<file path="config.mk">
export PLATFORM = sky130hd
export DESIGN_NAME = drdy_flag_gen
export DESIGN_NICKNAME = d
export VERILOG_FILES = /design/src/rtl/drdy_pkg.sv /design/src/rtl/drdy_win_timer.sv /design/src/rtl/drdy_word_reg.sv /design/src/rtl/drdy_stat_merge.sv /design/src/rtl/drdy_flag_gen.sv
export SDC_FILE = /design/constraint.sdc
export NUM_CORES = 1
export LEC_CHECK = 0
export ABC_AREA = 1
export BUFFER_PORTS_ARGS = -buffer_cell sky130_fd_sc_hd__buf_2
export CORE_MARGIN = 2
export CORE_UTILIZATION = 48
export CTS_BUF_LIST = sky130_fd_sc_hd__clkbuf_4
export CTS_CLUSTER_DIAMETER = 150
export DETAILED_ROUTE_END_ITERATION = 8
export GPL_ROUTABILITY_DRIVEN = 0
export GPL_TIMING_DRIVEN = 0
export PLACE_DENSITY = 0.87
export SYNTH_ARGS = -nofsm -noshare
export SYNTH_HDL_FRONTEND = slang
export SYNTH_SLANG_ARGS = --single-unit
</file>
<file path="constraint.sdc">
create_clock -name clk -period 1.2 [get_ports clk]
set_clock_uncertainty 0.05 [all_clocks]
set_input_delay 0.06 -clock clk [delete_from_list [all_inputs] [get_ports clk]]
set_output_delay 0.06 -clock clk [all_outputs]
set_load 0.005 [all_outputs]
</file>
<file path="src/rtl/drdy_pkg.sv">
package drdy_pkg;
   // status byte geometry
   localparam int unsigned STAT_W   = 8;
   localparam int unsigned STAT_BIT = 7;

   function automatic int unsigned cnt_bits(input int unsigned n);
      return (n < 2) ? 1 : $clog2(n + 1);
   endfunction
endpackage

</file>
<file path="src/rtl/drdy_win_timer.sv">
module drdy_win_timer #(
   parameter int unsigned PRE_CYC = 4
) (
   input  logic clk,
   input  logic rst_n,
   input  logic start,
   output logic busy,
   output logic fire
);
   import drdy_pkg::*;
   localparam int unsigned CW = cnt_bits(PRE_CYC);
   localparam logic [CW-1:0] LOAD = CW'(PRE_CYC);
   localparam logic [CW-1:0] ONE  = CW'(1);

   logic [CW-1:0] cnt_q;

   assign busy = (cnt_q != '0);
   // final cycle of the window, unless a newer strobe restarts it
   assign fire = (cnt_q == ONE) && !start;

   always_ff @(posedge clk) begin
      if (!rst_n)
         cnt_q <= '0;
      else if (start)
         cnt_q <= LOAD;
      else if (busy)
         cnt_q <= cnt_q - ONE;
   end
endmodule

</file>
<file path="src/rtl/drdy_word_reg.sv">
module drdy_word_reg #(
   parameter int unsigned W = 24
) (
   input  logic         clk,
   input  logic         rst_n,
   input  logic         cap,
   input  logic [W-1:0] cap_word,
   input  logic         load,
   input  logic         busy,
   input  logic         rd_done,
   output logic [W-1:0] out_word,
   output logic         fresh
);
   logic [W-1:0] stage_q;
   logic [W-1:0] out_q;
   logic         fresh_q;

   always_ff @(posedge clk) begin
      if (!rst_n) begin
         stage_q <= '0;
         out_q   <= '0;
         fresh_q <= 1'b0;
      end else begin
         if (cap)
            stage_q <= cap_word;
         if (load) begin
            out_q   <= stage_q;
            fresh_q <= 1'b1;
         end else if (rd_done && !busy) begin
            fresh_q <= 1'b0;
         end
      end
   end

   assign out_word = out_q;
   assign fresh    = fresh_q;
endmodule

</file>
<file path="src/rtl/drdy_stat_merge.sv">
module drdy_stat_merge #(
   parameter int unsigned SW  = 8,
   parameter int unsigned POS = 7
) (
   input  logic          flag,
   input  logic [SW-2:0] others,
   output logic [SW-1:0] stat
);
   for (genvar i = 0; i < SW; i++) begin : g_bit
      if (i == POS) begin : g_flag
         assign stat[i] = flag;
      end else if (i < POS) begin : g_lo
         assign stat[i] = others[i];
      end else begin : g_hi
         assign stat[i] = others[i-1];
      end
   end
endmodule

</file>
<file path="src/rtl/drdy_flag_gen.sv">
module drdy_flag_gen #(
   parameter int unsigned W       = 24,
   parameter int unsigned PRE_CYC = 4
) (
   input  logic                         clk,
   input  logic                         rst_n,
   input  logic                         res_stb,
   input  logic [W-1:0]                 res_word,
   input  logic                         upd_pending,
   input  logic                         rd_done,
   input  logic [drdy_pkg::STAT_W-2:0]  cfg_bits,
   output logic                         drdy_n,
   output logic [W-1:0]                 out_word,
   output logic [drdy_pkg::STAT_W-1:0]  stat_reg
);
   import drdy_pkg::*;

   if (PRE_CYC < 1) begin : g_bad_pre
      $error("drdy_flag_gen: PRE_CYC must be at least 1");
   end
   if (W < 1) begin : g_bad_w
      $error("drdy_flag_gen: W must be at least 1");
   end
   if (STAT_BIT >= STAT_W) begin : g_bad_pos
      $error("drdy_flag_gen: status bit outside the status byte");
   end

   logic win_busy;
   logic win_fire;
   logic word_fresh;

   drdy_win_timer #(.PRE_CYC(PRE_CYC)) u_timer (
      .clk   (clk),
      .rst_n (rst_n),
      .start (res_stb),
      .busy  (win_busy),
      .fire  (win_fire)
   );

   drdy_word_reg #(.W(W)) u_words (
      .clk      (clk),
      .rst_n    (rst_n),
      .cap      (res_stb),
      .cap_word (res_word),
      .load     (win_fire),
      .busy     (win_busy),
      .rd_done  (rd_done),
      .out_word (out_word),
      .fresh    (word_fresh)
   );

   // high when nothing unread, when the guard window is open, or when held off
   assign drdy_n = !word_fresh || win_busy || upd_pending;

   drdy_stat_merge #(.SW(STAT_W), .POS(STAT_BIT)) u_stat (
      .flag   (drdy_n),
      .others (cfg_bits),
      .stat   (stat_reg)
   );
endmodule

</file>
# Word-level counts from Yosys, hierarchy flattened
# Cells that the tools add are included.
[classes]
n_addsub = 1
n_eq_ne = 1
muxes = 4
bitwise_logic = 1
reduce_logical = 11
[ops]
columns = ["op", "n"]
rows = [
  ["3-bit 2-to-1 mux", 2],
  ["2-bit nonzero test", 2],
  ["3-bit by 1-bit == test with 1-bit output, second input constant", 1],
  ["1-bit zero test", 3],
  ["3-bit nonzero test", 1],
  ["3-bit by 1-bit subtractor with 3-bit output, second input constant", 1],
  ["1-bit logical AND", 2],
  ["1-bit logical OR", 2],
  ["1-bit 2-to-1 mux", 2],
  ["2-bit OR reduction", 1],
  ["1-bit inverter", 1],
]
[word_totals]
ff_bits = 52
inputBits = 36
output_inout_bits = 33
wordCells = 23

# Longest topological paths before layout
[depth]
depth_word = 5
mapped_depth = 8
depth_no_buf = 7

# Cells and area by module
# Synthesis repeated with hierarchy kept, for this count alone.
[unflattened]
hier_cells = 254
hier_area_um2 = 1979.4
[by_module_without_submodules]
columns = ["module", "instances", "cells_per_inst", "area_each_um2", "seq_area_each_um2"]
rows = [
  ["drdy_word_reg", 1, 213, 1709.1, 980.9],
  ["drdy_win_timer", 1, 30, 197.7, 60.1],
  ["drdy_stat_merge", 1, 8, 60.1, 0.0],
  ["drdy_flag_gen", 1, 3, 12.5, 0.0],
]

# Least setup slack after synthesis
# No wires, ideal clock.
[synth_path]
kind = "register to register"
startpoint = "register u_timer.cnt_q[1]"
endpoint = "register u_words.out_q[10], in the netlist u_words.out_word[10]"
setup_time_ns = 0.110
t_arrival_ns = 1.065
t_required_ns = 1.040
setup_slack_ns = -0.026
path_stages_with_launch = 9
path_buffers = 1
synth_period_minus_slack_ns = 1.226
cell_sequence = "dfxtp_1 -> inv_1 -> ha_1 -> inv_1 -> nor2_4 -> buf_6 -> nand2_1 -> nand2_1 -> nor2_2"
[synth_between]
elab_chain_cells = 2
[synth_lines]
columns = ["element", "line", "source"]
rows = [
  ["from (decl)", "drdy_win_timer.sv:15", "logic [CW-1:0] cnt_q;"],
  ["from (signal assigned)", "drdy_win_timer.sv:27", "cnt_q <= cnt_q - ONE;"],
  ["3-bit by 1-bit == test with 1-bit output", "drdy_win_timer.sv:19", "assign fire = (cnt_q == ONE) && !start;"],
  ["1-bit logical AND", "drdy_win_timer.sv:19", ""],
  ["to (signal assigned)", "drdy_word_reg.sv:27", "out_q <= stage_q;"],
  ["to (decl)", "drdy_word_reg.sv:15", "logic [W-1:0] out_q;"],
]
# Every way passes these cells.
# A chain may end at the register's enable or synchronous reset.

# Worst setup path in the final report
[layout_path]
startpoint = "register u_timer.cnt_q[1]"
endpoint = "output port stat_reg[7] in the netlist's numbering"
[layout_between]
elab_chain_cells = 3
[layout_lines]
columns = ["element", "line", "source"]
rows = [
  ["3-bit nonzero test", "drdy_win_timer.sv:17", "assign busy = (cnt_q != '0);"],
  ["1-bit logical OR (2 in series)", "drdy_flag_gen.sv:53", "assign drdy_n = !word_fresh || win_busy || upd_pending;"],
  ["to (decl)", "drdy_flag_gen.sv:14", "output logic [drdy_pkg::STAT_W-1:0] stat_reg"],
]
# Every way passes these cells.

==> flow_metrics.tcl <==
set metrics [dict create \
    status "finished, violations left" \
    violations "negative setup slack" \
    rr_worst_depth 10 \
    routed_via_density 4.469 \
    yosysTopAreaCellShare_pct 45.46 \
    crit_end "stat_reg[7]" \
    p_comb_share_pct 19.6 \
    layout.nets 468 \
    p_per_area_nw_per_um2 1105 \
    p_int_mw 2.641 \
    coreArea_um2 4661 \
    n_fill_cell 365 \
    rr_startpoint "u_timer.cnt_q[1]$_SDFFE_PP0P_" \
    hpwl_um 3246 \
    arrival_ps 1380 \
    htreeDepth 2 \
    synth_area_leaders "dfxtp_1 45%, nand2_1 12%, nor2_1 10%" \
    critPathMaxStageDelay_ps 360 \
    power_frac_seq_pct 52.2 \
    cp.buffers_inverters 4 \
    clock-sinks 52 \
    areaGrowthSynthToFinish_pct 41.15 \
    setup_viol 28 \
    antenna_found_initial 0 \
    worst-slew-pin-transition_ps 339.3 \
    rrSetupSlack_ps -290 \
    clockRootBuffer "clkbuf_4" \
    clockBufferDepth 2 \
    drtIter0Drc 148 \
    syn_nets 359 \
    die_y_um 73.07 \
    maxCapViolations 0 \
    yosys.area.top_type "dfxtp_1" \
    rsz0062_at_grt "yes" \
    end_kind "output pin" \
    cts_buffers 5 \
    crit_required_ps 1090 \
    die_area_um2 5338 \
    ios 69 \
    reg2reg_to "u_words.out_word[11]$_SDFFE_PN0P_" \
    drc 0 \
    crit_family "flip-flops" \
    crit_path_top_delay_cell "dfxtp_2" \
    cts_tree "built" \
    vdd_ir_drop_max_mv 0.7622 \
    final.hold.worst_slack_ps 234.8 \
    ant_nets 0 \
    port_buffers 59 \
    drive_above_1_share_pct 34.19 \
    stdcell_count 484 \
    yosysUniqueCellTypes 20 \
    yosysWarnings 0 \
    grt_pass1_vias 1926 \
    drtPass1Iterations 4 \
    hold_path_class "input pin to output pin" \
    cp_max_fo 2 \
    hold_viol 0 \
    fin_crit_sh_pct 124.1 \
    num_vias 2163 \
    path_class "register to output pin" \
    switchingPower_uw 931.8 \
    drv_slew 0 \
    crit_cells 7 \
    wl_per_cell_um 11.17 \
    clk_latency_ps 370 \
    ys_seq_area_share_pct 45.46 \
    timing.fmax_ghz 0.6714 \
    relSlewSlack_pct 77.38 \
    syn_area_um2 2290 \
    antenna_cells 0 \
    startpoint_type "register" \
    crit_chain "inv_4, ha_4, nand2_4, inv_2, nand3b_1, buf_4, buf_6" \
    start_util_pct 49.13 \
    switching_share_pct 26.08 \
    grt_max_degree 16 \
    period_minus_slack_ps 1489 \
    synth_cells 320 \
    fin_ws_ps -289.4 \
    path_clk_slew_ps 140 \
    grt_pass1_wl_um 7921 \
    drt_wl_total_um 5406 \
    clock_power_share_pct 28.1 \
    grtUsageTotal_pct 19.16 \
    dp_cells 433 \
    synth_seq_cells 52 \
    leakage_nw 1.631 \
    synth_area_per_cell_um2 7.155 \
    fp.dieW_um 73.07 \
    startpoint "u_timer.cnt_q[1]$_SDFFE_PP0P_" \
    grt-ovfl-total 0 \
    rows 25 \
]
-- state kept, by name (all words and copies together), names as in the netlist --
signal,flops
u_timer.cnt_q,3
u_words.stage_q,24
u_words.out_word,24
u_words.fresh,1
-- synth_stat cells --
library cell  number
a21oi_1            2
buf_2              6
buf_4              8
buf_6              5
clkbuf_1           1
clkbuf_8           2
clkinv_8           1
dfxtp_1           52
ha_1               3
inv_1             54
inv_2              1
nand2_1           74
nand2_2            1
nand3_1            1
nand3_4            1
nand3b_1           1
nor2_1            62
nor2_2            18
nor2_4             1
o21ai_0           26
-- metrics by stage --
| step | TNS, ps | utilization [%] | worst slack [ps] | cell area [um^2] | total power [mW] |
|---|---|---|---|---|---|
| 2_1_floorplan | 0 | - | 21.99 | 2302 | 2.251 |
| 3_3_place_gp | -1094 | 57.18 | -56.72 | 2665 | 2.386 |
| 3_5_place_dp | -1864 | 57.18 | -115.7 | 2665 | 2.408 |
| 4_1_cts | -3836 | 66.74 | -280.4 | 3110 | 3.519 |
| 5_1_grt | -9074 | 69.34 | -376.8 | 3232 | 3.741 |
| 6_report | -6854 | 69.34 | -289.4 | 3232 | 3.573 |
-- cells in the final DEF (no fill, tap or decap), types with 2 or more instances in the layout --
cell type      instances
buf_2                 64
buf_4                 19
buf_6                  9
clkbuf_4               6
clkbuf_8               2
dfxtp_1               49
dfxtp_2                3
dlygate4sd3_1         27
ha_4                   2
inv_1                 50
inv_2                  4
nand2_1               65
nand2_2                9
nor2_1                62
nor2_2                18
o21ai_0               25
-- layout make-up --
| class | instances | area, um^2 | share of cell area (%) |
|---|---|---|---|
| Sequential cell | 52 | 1045 | 32.33 |
| Multi-Input combinational cell | 190 | 908.4 | 28.11 |
| Timing Repair Buffer | 102 | 724.4 | 22.42 |
| Inverter | 56 | 225.2 | 6.969 |
| Buffer | 22 | 181.4 | 5.614 |
| Tap cell | 54 | 67.56 | 2.091 |
| Clock buffer | 6 | 45.04 | 1.394 |
| Clock inverter | 2 | 35.03 | 1.084 |
-- kinds of logic after synthesis --
kind of cell             share of synthesized area (%)
buffers and inverters                            17.49
flip-flops                                       45.46
AND/OR/NAND/NOR                                  29.29
AO/OA/AOI/OAI                                    6.120
adder cells (fa/ha/maj)                          1.640
-- worst min-delay path by stage --
stage | from | endpoint | slack, ps | cells after the start
2_1_floorplan | cfg_bits[0] | stat_reg[0] | 150 | 1
3_3_place_gp | cfg_bits[2] | stat_reg[2] | 240 | 2
3_5_place_dp | cfg_bits[2] | stat_reg[2] | 240 | 2
4_1_cts | cfg_bits[2] | stat_reg[2] | 240 | 2
5_1_grt | cfg_bits[3] | stat_reg[3] | 240 | 2
6_report | cfg_bits[2] | stat_reg[2] | 230 | 2
-- layer usage --
layer | up-vias | wire length, um | GRT usage (%)
met1 | 947 | 2208 | 20.66
li1 | 1138 | - | -
met4 | 0 | 173 | 8.436
met5 | - | 0 | 0
met2 | 59 | 2796 | 35.04
met3 | 19 | 227 | 4.696
-- what timing repair did --
| action | in CTS | in global routing |
|---|---|---|
| gates resized for setup | 13 | 17 |
| buffers inserted | 7 | 7 |
| setup endpoints to repair | 24 | 27 |
| gates cloned | 1 | 2 |
| pin swaps | 2 | 6 |
| hold buffers | 27 | 0 |
| endpoints found under the hold margin | 40 | 0 |
-- power groups by stage --
stage	combinational, mW	sequential (mW)	clock [mW]
after floorplan	0.349	1.90	0
after global placement	0.487	1.90	0
after detailed placement	0.505	1.90	0
after CTS	0.640	1.87	1.01
after global routing	0.778	1.88	1.09
final	0.701	1.87	1.00
-- worst register-to-register path: stages (launching register included) --
cell and delay, ps:
dfxtp_2 360, inv_4 60, buf_4 100, buf_6 90, ha_4 140, inv_2 40, nor2_4 230, buf_6 170
nand2_1 50, nand2_1 60, nor2_2 40
No activity file was read; power rests on OpenSTA's default activity.
